**src/rtl/fbl_pkg.sv**
```systemverilog
package fbl_pkg;
  typedef enum logic [1:0] {
    SEL_BASE   = 2'd0,
    SEL_ENABLE = 2'd1,
    SEL_STATUS = 2'd2,
    SEL_MASKED = 2'd3
  } fbl_sel_e;
endpackage

```
**src/rtl/fbl_base_dbuf.sv**
```systemverilog
module fbl_base_dbuf #(
  parameter int ADDR_W = 32
) (
  input  logic              clk,
  input  logic              rst_n,
  input  logic              wr_i,
  input  logic [ADDR_W-1:0] data_i,
  input  logic              frame_start_i,
  output logic [ADDR_W-1:0] pend_o,
  output logic [ADDR_W-1:0] active_o,
  output logic              arm_o,
  output logic              upd_evt_o
);
  localparam int ALIGN_BITS = 2;

  function automatic logic [ADDR_W-1:0] word_align(input logic [ADDR_W-1:0] a);
    return {a[ADDR_W-1:ALIGN_BITS], {ALIGN_BITS{1'b0}}};
  endfunction

  logic [ADDR_W-1:0] pend_q, active_q;
  logic              arm_q;

  assign upd_evt_o = frame_start_i & arm_q;

  always_ff @(posedge clk or negedge rst_n) begin
    if (!rst_n) begin
      pend_q   <= '0;
      active_q <= '0;
      arm_q    <= 1'b0;
    end else begin
      if (wr_i) pend_q <= word_align(data_i);
      if (upd_evt_o) active_q <= pend_q;
      if (wr_i) arm_q <= 1'b1;
      else if (frame_start_i) arm_q <= 1'b0;
    end
  end

  assign pend_o   = pend_q;
  assign active_o = active_q;
  assign arm_o    = arm_q;
endmodule

```
**src/rtl/fbl_irq_ctrl.sv**
```systemverilog
module fbl_irq_ctrl #(
  parameter int NSRC = 4
) (
  input  logic            clk,
  input  logic            rst_n,
  input  logic [NSRC-1:0] set_i,
  input  logic [NSRC-1:0] clr_i,
  input  logic            en_wr_i,
  input  logic [NSRC-1:0] en_data_i,
  output logic [NSRC-1:0] raw_o,
  output logic [NSRC-1:0] en_o,
  output logic [NSRC-1:0] masked_o,
  output logic            irq_o
);
  function automatic logic [NSRC-1:0] next_status(input logic [NSRC-1:0] cur,
                                                  input logic [NSRC-1:0] clr,
                                                  input logic [NSRC-1:0] set);
    return (cur & ~clr) | set;
  endfunction

  logic [NSRC-1:0] raw_q, en_q;

  always_ff @(posedge clk or negedge rst_n) begin
    if (!rst_n) begin
      raw_q <= '0;
      en_q  <= '0;
    end else begin
      raw_q <= next_status(raw_q, clr_i, set_i);
      if (en_wr_i) en_q <= en_data_i;
    end
  end

  assign raw_o    = raw_q;
  assign en_o     = en_q;
  assign masked_o = raw_q & en_q;
  assign irq_o    = |masked_o;
endmodule

```
**src/rtl/fbl_frame_base_latch.sv**
```systemverilog
module fbl_frame_base_latch #(
  parameter int ADDR_W  = 32,
  parameter int NSRC    = 4,
  parameter int UPD_BIT = 0
) (
  input  logic              clk,
  input  logic              rst_n,
  input  logic              frame_start_i,
  input  logic [NSRC-1:0]   side_evt_i,
  input  logic              wr_en_i,
  input  logic [1:0]        wr_sel_i,
  input  logic [ADDR_W-1:0] wr_data_i,
  input  logic [1:0]        rd_sel_i,
  output logic [ADDR_W-1:0] rd_data_o,
  output logic [ADDR_W-1:0] active_base_o,
  output logic [NSRC-1:0]   masked_o,
  output logic              irq_o
);
  import fbl_pkg::*;

  localparam int PAD_W = ADDR_W - NSRC;

  logic              base_wr, en_wr;
  logic [NSRC-1:0]   clr_vec, set_vec, raw_vec, en_vec;
  logic [ADDR_W-1:0] pend_base;
  logic              arm_w, upd_evt;

  assign base_wr = wr_en_i && (wr_sel_i == SEL_BASE);
  assign en_wr   = wr_en_i && (wr_sel_i == SEL_ENABLE);
  assign clr_vec = (wr_en_i && (wr_sel_i == SEL_STATUS)) ? wr_data_i[NSRC-1:0] : '0;

  always_comb begin
    set_vec = side_evt_i;
    set_vec[UPD_BIT] = side_evt_i[UPD_BIT] | upd_evt;
  end

  fbl_base_dbuf #(.ADDR_W(ADDR_W)) u_dbuf (
    .clk           (clk),
    .rst_n         (rst_n),
    .wr_i          (base_wr),
    .data_i        (wr_data_i),
    .frame_start_i (frame_start_i),
    .pend_o        (pend_base),
    .active_o      (active_base_o),
    .arm_o         (arm_w),
    .upd_evt_o     (upd_evt)
  );

  fbl_irq_ctrl #(.NSRC(NSRC)) u_irq (
    .clk       (clk),
    .rst_n     (rst_n),
    .set_i     (set_vec),
    .clr_i     (clr_vec),
    .en_wr_i   (en_wr),
    .en_data_i (wr_data_i[NSRC-1:0]),
    .raw_o     (raw_vec),
    .en_o      (en_vec),
    .masked_o  (masked_o),
    .irq_o     (irq_o)
  );

  always_comb begin
    unique case (fbl_sel_e'(rd_sel_i))
      SEL_BASE:   rd_data_o = pend_base;
      SEL_ENABLE: rd_data_o = {{PAD_W{1'b0}}, en_vec};
      SEL_STATUS: rd_data_o = {{PAD_W{1'b0}}, raw_vec};
      default:    rd_data_o = {{PAD_W{1'b0}}, masked_o};
    endcase
  end
endmodule

```
**config.mk**
```make
export PLATFORM = sky130hd
export DESIGN_NAME = fbl_frame_base_latch
export DESIGN_NICKNAME = d
export VERILOG_FILES = /design/src/rtl/fbl_pkg.sv /design/src/rtl/fbl_base_dbuf.sv /design/src/rtl/fbl_irq_ctrl.sv /design/src/rtl/fbl_frame_base_latch.sv
export SDC_FILE = /design/constraint.sdc
export NUM_CORES = 1
export LEC_CHECK = 0
export ABC_CLOCK_PERIOD_IN_PS = 3300
export BUFFER_PORTS_ARGS = -buffer_cell sky130_fd_sc_hd__buf_2
export CORE_MARGIN = 10
export CORE_UTILIZATION = 52
export DETAILED_ROUTE_END_ITERATION = 6
export PLACE_DENSITY = 0.84
export SLEW_MARGIN = 15
export SYNTH_ARGS = -nofsm -noshare
export SYNTH_HDL_FRONTEND = slang
export SYNTH_SLANG_ARGS = --single-unit
export TNS_END_PERCENT = 5
```
**constraint.sdc**
```tcl
create_clock -name clk -period 3.3 [get_ports clk]
set_input_delay 0.165 -clock clk [delete_from_list [all_inputs] [get_ports clk]]
set_output_delay 0.165 -clock clk [all_outputs]
set_load 0.01 [all_outputs]
```
==> impl_summary.txt <==
----------------------------------------------------
[Clock tree]
  Post-CTS Setup Repair Bufs ... 0
  Inserted Clock Buffers ... 9
  Clock tree from TritonCTS ... done
  Root buffer cell ... sky130_fd_sc_hd__clkbuf_8
  Max clock buf depth ... 2
  Clock latency at the later pin of the worst-skew pair ... 340 ps
  Post-CTS resize count ... 0
  Clock Sink Count ... 69
  Clock slew at reported path FFs ... 70 ps
  Htree depth ... 3
  CTS Hold Bufs ... 3

[Placement]
  Pre-CTS worst setup slack ... 1520 ps
  Final weighted congestion in routability-driven placement ... 0.767
  HPWL reported at the end of detailed placement ... 5100 um
  Number of buffers inserted by port buffering ... 110

[Floorplan]
  Std cell rows ... 27
  Floorplan core area ... 0.00547 sq mm
  Die Width ... 95.0 um
  I/O pin cnt ... 113
  Die boundary height ... 95.0 um
  Initial core utilization ... 0.534
  Total die area ... 0.00902 sq mm

[Setup path]
  R2R Setup Slk ... 1540 ps
  Type of element launching the critical path ... flip-flop
  Timing startpoint of the critical path ... u_dbuf.arm_o
  Number of cells on the worst reg-to-reg path ... 3
  Startpoint of the lowest-slack register-to-register path ... u_dbuf.arm_o
  Endpoint of the worst setup timing path ... u_dbuf.active_o[18]
  Arrival time of data at the critical path endpoint ... 1970 ps
  Critical setup path kind ... reg -> reg
  Worst R2R End ... u_dbuf.active_o[18]
  Kind of capture point of the worst setup path ... flip-flop
  Worst-path fanout max ... 16
  Critical path required time ... 3520 ps

[Hold path]
  Worst min-delay path category ... in -> reg
  Count of cells along the worst hold path ... 2

[Route]
  Routed length per instance ... 17.1 um
  First-pass iteration count of the detailed router ... 4
  Total wire length after detailed routing ... 6840 um
  Detail Route Antenna Nets ... 0
  Iter 0 DRT Violations ... 35
  Total number of vias ... 2001
  Post-detailed-route via-to-cell ratio ... 5.00
  Post-route DRC ... 0

[Timing]
  Unrepaired setup endpoints after global routing ... no
  Final hold viol count ... 0
  # setup viols final ... 0
  Worst setup skew after layout ... 7.53 ps
  Total negative setup slack ... 0 ps
  Worst relative slew slack ... 0.327
  Achievable frequency ... 0.569 GHz
  Final Slew Violations ... 0
  Final critical-path setup slack ... 1540 ps
  Slew @ Worst Pin ... 1010 ps
  Post-layout min period ... 1760 ps
  Post-route clock period utilization ... 0.532

[Synthesis]
  Mean post-synth cell area ... 14.2 sq um
  Mapped cell area ... 0.00292 sq mm
  Synthesized instance count ... 206
  Yosys top cell area share ... 0.591
  Number of unique standard cell types used by synthesis ... 21
  Flip-flop and latch count after synthesis ... 69
  Top post-synthesis cells by area ... sky130_fd_sc_hd__dfrtp_1, sky130_fd_sc_hd__mux2_2, sky130_fd_sc_hd__and2_1
  Most numerous cell types in the synthesized netlist ... sky130_fd_sc_hd__dfrtp_1, sky130_fd_sc_hd__mux2_2, sky130_fd_sc_hd__and2_1
  Post-synth top flop ... sky130_fd_sc_hd__dfrtp_1
  Cell with the most instances after synthesis ... sky130_fd_sc_hd__dfrtp_1
  Largest area contributor in the netlist ... sky130_fd_sc_hd__dfrtp_1
  Number of synthesized flops with an enable pin ... 0
  Share of synthesized flip-flops with an asynchronous set or reset ... 1.00
  Ys Warns ... 0
  Fraction of the yosys area taken by sequential cells ... 0.591

[Run status]
  Run status ... finished clean

[Power]
  Power per cell area ... 664 mW/mm^2
  PnR Total Power ... 2.48 mW
  VDD IR max ... 0.000399 V
  Total leakage power ... 1.86 nW

[Global routing]
  Vias in the first global route ... 2171
  Maximum number of pins on one net before global-route repair ... 37
  First-pass GRT wire length ... 10600 um
  Gr usage total ... 0.152
  Total congestion overflow after global routing ... 0
  Number of antenna violations at the first check in global routing ... 1

[Finish]
  Diodes inserted ... 0
  Net count of the finished layout ... 367
  Layout overhead on the synthesized area ... 27.9%
  Layout cell share with drive strength beyond 1 ... 0.585
  Filler cell count in the final layout ... 413

[Flow run]
  Total of max-cap violations ... 0

----------------------------------------------------
==> how the worst min path moves through the flow <==
stage                        startpoint                   to  slack, ps
final                     side_evt_i[2]       u_irq.raw_o[2]         20
after global routing      side_evt_i[2]       u_irq.raw_o[2]         10
after CTS                 side_evt_i[2]       u_irq.raw_o[2]          5
after detailed placement          rst_n   u_dbuf.active_o[2]        290
after global placement            rst_n   u_dbuf.active_o[2]        280
after floorplan                   rst_n  u_dbuf.active_o[10]       -130
==> placed cells by master, fill, tap and decap left out, types with 2 or more instances in the layout <==
cell type and instances:
sky130_fd_sc_hd__inv_1 5, sky130_fd_sc_hd__mux2_1 2, sky130_fd_sc_hd__nand4b_1 4, sky130_fd_sc_hd__a21o_1 4
sky130_fd_sc_hd__buf_4 3, sky130_fd_sc_hd__dlygate4sd3_1 3, sky130_fd_sc_hd__mux2_2 62, sky130_fd_sc_hd__nor3_1 4
sky130_fd_sc_hd__buf_2 110, sky130_fd_sc_hd__nor2b_1 4, sky130_fd_sc_hd__conb_1 2, sky130_fd_sc_hd__and2_1 32
sky130_fd_sc_hd__clkbuf_8 10, sky130_fd_sc_hd__dfrtp_1 69, sky130_fd_sc_hd__a221oi_1 2, sky130_fd_sc_hd__clkinv_2 4
==> registers in the layout, summed over array words and instances, names as in the netlist <==
| signal | count |
|---|---|
| u_dbuf.active_o | 30 |
| u_dbuf.pend_o | 30 |
| u_irq.en_o | 4 |
| u_irq.raw_o | 4 |
| u_dbuf.arm_o | 1 |
==> critical path, stage by stage (launching register included) <==
cell                      delay, ps
sky130_fd_sc_hd__dfrtp_1        400
sky130_fd_sc_hd__nand2_1        510
sky130_fd_sc_hd__buf_4          360
sky130_fd_sc_hd__mux2_2         360
==> per-stage QoR <==
stage | area, sq um | std cells | hold WS [ps] | util
after floorplan | 2930 | 207 | -131 | -
after global placement | 3520 | 381 | 281 | 0.643
after detailed placement | 3520 | 381 | 289 | 0.643
after CTS | 3740 | 400 | 5.04 | 0.683
after global routing | 3740 | 400 | 11.3 | 0.683
final | 3740 | 400 | 22.3 | 0.683
==> power breakdown <==
part	leakage [nW]	switching, mW	internal (mW)
logic	0.946	0.297	0.337
clock network	0.103	0.295	0.365
registers	0.812	0.123	1.07
total	1.86	0.714	1.77
==> routing by layer <==
layer | wire, um | global-route usage
met1 | 2660 | 0.160
met2 | 3150 | 0.240
met3 | 932 | 0.0856
met4 | 82 | 0.0748
met5 | 14 | 0
==> cells by family (layout without fill, tap and decap cells) <==
logic type      after synthesis  after routing  synth area share
mux                          64             64             0.246
flops                        69             69             0.591
other cells                   1              2           0.00128
buf+inv                      16            137            0.0321
simple gates                 49             49             0.110
compound gates                7              7            0.0197
==> layout make-up <==
type / count / area, sq um / share of cell area
flip-flops and latches: 69 / 1730 / 0.462
inverters: 5 / 18.8 / 0.00502
clock inverters: 5 / 50.0 / 0.0134
well taps: 72 / 90.1 / 0.0241
repair buffers: 116 / 603 / 0.161
clock buffers: 11 / 141 / 0.0378
multi-input cells: 122 / 1110 / 0.297
No activity file was read; power rests on OpenSTA's default activity.
